--- config.mk ---
export PLATFORM = sky130hd
export DESIGN_NAME = clkdiv_bank
export DESIGN_NICKNAME = d
export VERILOG_FILES = /design/src/rtl/clkdiv_pkg.sv /design/src/rtl/clkdiv_edge_sync.sv /design/src/rtl/clkdiv_lane.sv /design/src/rtl/clkdiv_bank.sv
export SDC_FILE = /design/constraint.sdc
export NUM_CORES = 1
export LEC_CHECK = 0
export CORE_MARGIN = 5
export CORE_UTILIZATION = 55
export DETAILED_ROUTE_END_ITERATION = 10
export HOLD_SLACK_MARGIN = 0.15
export MAX_ROUTING_LAYER = met4
export PLACE_DENSITY = 0.72
export SLEW_MARGIN = 10
export SYNTH_ARGS = -nofsm -noshare
export SYNTH_HDL_FRONTEND = slang
export SYNTH_SLANG_ARGS = --single-unit
--- constraint.sdc ---
create_clock -name clk -period 4.3 [get_ports clk]
set_clock_uncertainty 0.1 [all_clocks]
set_input_delay 1.075 -clock clk [delete_from_list [all_inputs] [get_ports clk]]
set_output_delay 1.075 -clock clk [all_outputs]
set_load 0.02 [all_outputs]
--- src/rtl/clkdiv_pkg.sv ---
package clkdiv_pkg;

    localparam int unsigned DIV_W = 4;

    typedef struct packed {
        logic rise;
        logic fall;
    } edge_t;

    typedef struct packed {
        logic [DIV_W-1:0] ratio;
        logic             half;
    } lane_cfg_t;

    function automatic logic [DIV_W-1:0] clamp_ratio(
        input logic [DIV_W-1:0] raw,
        input logic [DIV_W-1:0] top
    );
        if (raw == '0)
            return DIV_W'(1);
        else if (raw > top)
            return top;
        else
            return raw;
    endfunction

    // length of one output period in counted units
    function automatic int unsigned period_units(input lane_cfg_t c);
        if (c.half)
            return 2 * int'(c.ratio) + 1;
        else
            return int'(c.ratio);
    endfunction

    // count at which the output rises; low phase takes the larger share
    function automatic int unsigned rise_units(input lane_cfg_t c);
        return (period_units(c) + 1) / 2;
    endfunction

endpackage

--- src/rtl/clkdiv_edge_sync.sv ---
module clkdiv_edge_sync
    import clkdiv_pkg::*;
(
    input  logic  clk,
    input  logic  rst,
    input  logic  async_in,
    output edge_t strobe,
    output logic  level
);
    logic meta_q, stable_q, last_q;

    always_ff @(posedge clk) begin
        if (rst) begin
            meta_q   <= 1'b0;
            stable_q <= 1'b0;
            last_q   <= 1'b0;
        end else begin
            meta_q   <= async_in;
            stable_q <= meta_q;
            last_q   <= stable_q;
        end
    end

    always_comb begin
        strobe.rise = stable_q & ~last_q;
        strobe.fall = ~stable_q & last_q;
    end

    assign level = stable_q;

    AST_SINGLE_EDGE: assert property (@(posedge clk) disable iff (rst)
        !(strobe.rise && strobe.fall));
    AST_RISE_ONE_CYCLE: assert property (@(posedge clk) disable iff (rst)
        strobe.rise |=> !strobe.rise);

endmodule

--- src/rtl/clkdiv_lane.sv ---
module clkdiv_lane
    import clkdiv_pkg::*;
#(
    parameter int unsigned MAX_DIV = 8,
    parameter int unsigned CNT_W   = 5
) (
    input  logic                 clk,
    input  logic                 rst,
    input  edge_t                strobe,
    input  logic [DIV_W-1:0]     ratio_in,
    input  logic                 half_in,
    output logic                 lane_out
);
    lane_cfg_t        cfg_q, cfg_next;
    logic [CNT_W-1:0] cnt_q;
    logic [CNT_W-1:0] last_unit, high_at;
    logic             pass, adv, out_q;

    always_comb begin
        cfg_next.ratio = clamp_ratio(ratio_in, DIV_W'(MAX_DIV));
        cfg_next.half  = half_in;
        pass           = (cfg_q.ratio == DIV_W'(1));
        adv            = cfg_q.half ? (strobe.rise | strobe.fall) : strobe.rise;
        last_unit      = CNT_W'(period_units(cfg_q) - 1);
        high_at        = CNT_W'(rise_units(cfg_q));
    end

    always_ff @(posedge clk) begin
        if (rst) begin
            cfg_q <= cfg_next;
            cnt_q <= '0;
            out_q <= 1'b0;
        end else if (pass) begin
            if (strobe.rise) begin
                out_q <= 1'b1;
            end else if (strobe.fall) begin
                out_q <= 1'b0;
                cnt_q <= '0;
                cfg_q <= cfg_next;
            end
        end else if (adv) begin
            if (cnt_q == last_unit) begin
                cnt_q <= '0;
                out_q <= 1'b0;
                cfg_q <= cfg_next;
            end else begin
                cnt_q <= cnt_q + 1'b1;
                if (cnt_q + 1'b1 == high_at)
                    out_q <= 1'b1;
            end
        end
    end

    assign lane_out = out_q;

    AST_IDLE_HOLD: assert property (@(posedge clk) disable iff (rst)
        !(strobe.rise || strobe.fall) |=> $stable(out_q));
    AST_PHASE_SPLIT: assert property (@(posedge clk) disable iff (rst)
        !pass |-> (out_q == (cnt_q >= high_at)));
    AST_COUNT_BOUND: assert property (@(posedge clk) disable iff (rst)
        !pass |-> (cnt_q <= last_unit));
    AST_PASS_RISE: assert property (@(posedge clk) disable iff (rst)
        (pass && strobe.rise) |=> out_q);
    AST_CFG_AT_WRAP: assert property (@(posedge clk) disable iff (rst)
        !$stable(cfg_q) |-> (cnt_q == '0 && !out_q));
    AST_RATIO_RANGE: assert property (@(posedge clk) disable iff (rst)
        (cfg_q.ratio != '0) && (int'(cfg_q.ratio) <= MAX_DIV));

endmodule

--- src/rtl/clkdiv_bank.sv ---
module clkdiv_bank
    import clkdiv_pkg::*;
#(
    parameter int unsigned NUM_OUT = 4,
    parameter int unsigned MAX_DIV = 8
) (
    input  logic                     clk,
    input  logic                     rst,
    input  logic                     pulse_in,
    input  logic [NUM_OUT*DIV_W-1:0] div_sel,
    input  logic [NUM_OUT-1:0]       half_sel,
    output logic [NUM_OUT-1:0]       div_out
);
    localparam int unsigned CNT_W = $clog2(2 * MAX_DIV + 2);

    edge_t strobe;
    logic  level_unused;

    clkdiv_edge_sync i_sync (
        .clk      (clk),
        .rst      (rst),
        .async_in (pulse_in),
        .strobe   (strobe),
        .level    (level_unused)
    );

    for (genvar g = 0; g < NUM_OUT; g++) begin : g_lane
        clkdiv_lane #(
            .MAX_DIV (MAX_DIV),
            .CNT_W   (CNT_W)
        ) i_lane (
            .clk      (clk),
            .rst      (rst),
            .strobe   (strobe),
            .ratio_in (div_sel[g*DIV_W +: DIV_W]),
            .half_in  (half_sel[g]),
            .lane_out (div_out[g])
        );
    end

    AST_RESET_LOW: assert property (@(posedge clk)
        rst |=> (div_out == '0));

endmodule

==> flow_summary_export.csv <==
group,metric,value,unit
status,status,"complete, no violations",
routing,drtPass1Iterations,4,
die,coreArea,0.00721,mm2
die,start_util,56.1,%
synthesis,netlist_top_cells_area,"edfxtp_1 15%, dfxtp_1 13%, xnor2_1 7.6%",
final_layout,utilization,59.2,%
synthesis,synth_edf_count,20,
pwr,irDropWorstVdd,176,uV
routing,wl,7.85,mm
synthesis,syn-instance-count,482,
final_layout,final_cells,573,
final_layout,synthToLayoutAreaGrowth,5.57,%
critical_path,r2r_start,"g_lane[3].i_lane.cfg_q[0]",
synthesis,yosys.area.top_type,"edfxtp_1",
grt,grt_pass1_vias,3079,
timing,final_hold_viol_count,0,
synthesis,ys_warn_count,0,
die,die_w,95.7,um
critical_path,cp_max_fo,17,
placed_design,port_buffers,26,
cts,numCtsBuffers,5,
grt,track_usage,18.9,%
final_layout,drive_gt1_share,5.91,%
routing,ant_nets,0,
critical_path,crit_arrival,2.91,ns
critical_path,cp_data_required_time,4.20,ns
flow_run,max_cap_viol_count,0,
timing,fmax,332,MHz
cts,numClockSinks,47,
synthesis,async_reset_ff_share,0,%
routing,wl_per_cell,13.7,um
synthesis,syn-cell-area,0.00404,mm2
cts,cts_hold_buf,0,
timing,setup_viol,0,
critical_path,end_kind,"flip-flop",
pwr,leakage,0.00153,uW
cts,clockBufferDepth,2,
synthesis,synthDistinctLibCells,75,
synthesis,syn_nets,517,
cts,clkTransAtPathRegs,0.09,ns
timing,tns,0,ns
placed_design,dp_cells,565,
synthesis,synth_ff_type,"dfxtp_1",
synthesis,synth_top_area_share,14.9,%
routing,via_per_inst,5.82,
die,die_area,0.00917,mm2
placed_design,gp_congestion,0.904,
critical_path,crit_type,"reg -> reg",
synthesis,yosysSeqAreaShare,28.2,%
pwr,cellPowerDensity,255,mW/mm2
synthesis,synth-seq-cells,47,
die,rows,31,
grt,grt_max_degree,20,
timing,tightest_slew,0.610,ns
timing,rsz0062_at_grt,"false",
hold_path,min_from,"i_sync.level",
grt,grt_antenna_before_repair,0,
routing,drtIter0Drc,112,
cts,cts_tree,"built",
cts,cts_root_buffer,"clkbuf_8",
timing,min_period_over_period,70.0,%
final_layout,nets,508,
placed_design,detailed_place_hpwl,5.90,mm
die,die_height,95.7,um
routing,remaining_drc_errors,0,
die,io-pin-count,27,
cts,clk_latency,0.30,ns
routing,vias,3336,
grt,grt_pass1_wl,13.7,mm
grt,overflow,0,
timing,fin_crit,3.01,ns
cts,cts_setup_buffers,0,
timing,max_slew_margin,59.3,%
timing,drv_slew,0,
cts,htreeDepth,2,
critical_path,crit_start,"g_lane[3].i_lane.cfg_q[0]",
final_layout,diodes,0,
synthesis,syn_avg_cell_area,8.39,um2
critical_path,cp-start-kind,"flip-flop",
hold_path,holdCritPathClass,"reg -> reg",
cts,cts-resized-gates,0,
critical_path,setup.reg_to_reg.worst_slack,1.29,ns
## report_power, final
group          total (uW)  switching, uW  leakage [uW]  internal (uW)
Clock                 262            149     0.0000402            113
Sequential            549           58.2      0.000420            490
Combinational         276            133       0.00107            143
Total                1090            340       0.00153            746
## path summary, 6_finish.rpt
path,endpoint,depth (start not counted)
setup / recovery,g_lane[3].i_lane.cfg_q[1],8
hold / removal,i_sync.last_q,2
setup reg to reg,g_lane[3].i_lane.cfg_q[1],8
hold reg to reg,i_sync.last_q,2
## cells in the final DEF, fill, tap and decap left out, types with 17 or more instances in the layout
cell type,count
dfxtp_1,27
nand2_1,24
a21oi_1,20
nand3_1,17
nor2b_1,20
clkdlybuf4s50_1,26
inv_1,22
xnor2_1,35
o21ai_0,17
nor2_1,54
edfxtp_1,20
## final cells by class
type	count	area, um2
well taps	99	124
inverters	22	82.6
multi-input cells	371	2570
clock buffers	5	68.8
fillers	680	2950
clock inverters	3	20.0
repair buffers	26	260
flip-flops and latches	47	1140
## kinds of logic after synthesis
| group | share of synthesized area [%] |
|---|---|
| xor+xnor | 11.0 |
| buf+inv | 8.17 |
| fa+ha+maj | 3.71 |
| mux | 4.55 |
| simple gates | 24.9 |
| flops | 28.2 |
| compound gates | 19.4 |
## Yosys cell counts (6+ instances only)
| library cell | count |
|---|---|
| clkbuf_1 | 14 |
| ha_1 | 12 |
| nand2_1 | 24 |
| mux2i_1 | 15 |
| edfxtp_1 | 20 |
| xor2_1 | 16 |
| o21ai_0 | 17 |
| a21oi_1 | 20 |
| a31oi_1 | 12 |
| a32oi_1 | 7 |
| dfxtp_1 | 27 |
| buf_6 | 6 |
| nand3_1 | 17 |
| nor2b_1 | 20 |
| a21o_1 | 7 |
| xnor2_1 | 35 |
| nor2_1 | 54 |
| nand2b_1 | 9 |
| buf_2 | 15 |
| nor3_1 | 7 |
| buf_4 | 7 |
| nand4_1 | 6 |
| inv_1 | 22 |
## metrics by stage
step / power [uW] / area, um2 / hold WS [ns] / setup WS, ns
CTS: 1100 / 4270 / 0.360 / 1.28
finish: 1090 / 4270 / 0.354 / 1.29
detailed placement: 834 / 4180 / 0.357 / 1.30
global placement: 826 / 4180 / 0.346 / 1.35
floorplan: 779 / 4040 / 0.314 / 1.59
global route: 1160 / 4270 / 0.403 / 1.08
## state kept, by name (all words and copies together), names as in the netlist
name / cells
g_lane.i_lane.cnt_q: 20
i_sync.level: 1
i_sync.last_q: 1
g_lane.i_lane.cfg_q: 20
i_sync.meta_q: 1
g_lane.i_lane.lane_out: 4
## worst max-delay path, cell delays in order, from the launching register on
cell      delay [ns]
edfxtp_1        0.68
mux2i_1         0.29
ha_1            0.24
or3b_1          0.37
and3_1          0.19
o21ai_1         0.15
nand4_1         0.25
a21oi_1         0.21
or2_1           0.22
## layer usage
layer  vias up  global-route usage, %  routed length [um]
li1       1714                      -                   -
met1      1569                   24.6                3800
met2        45                   30.9                3760
met3         8                   2.66                 199
met4         0                   5.09                  89
met5         -                      -                   0
Power figures use the tool's default switching activity.
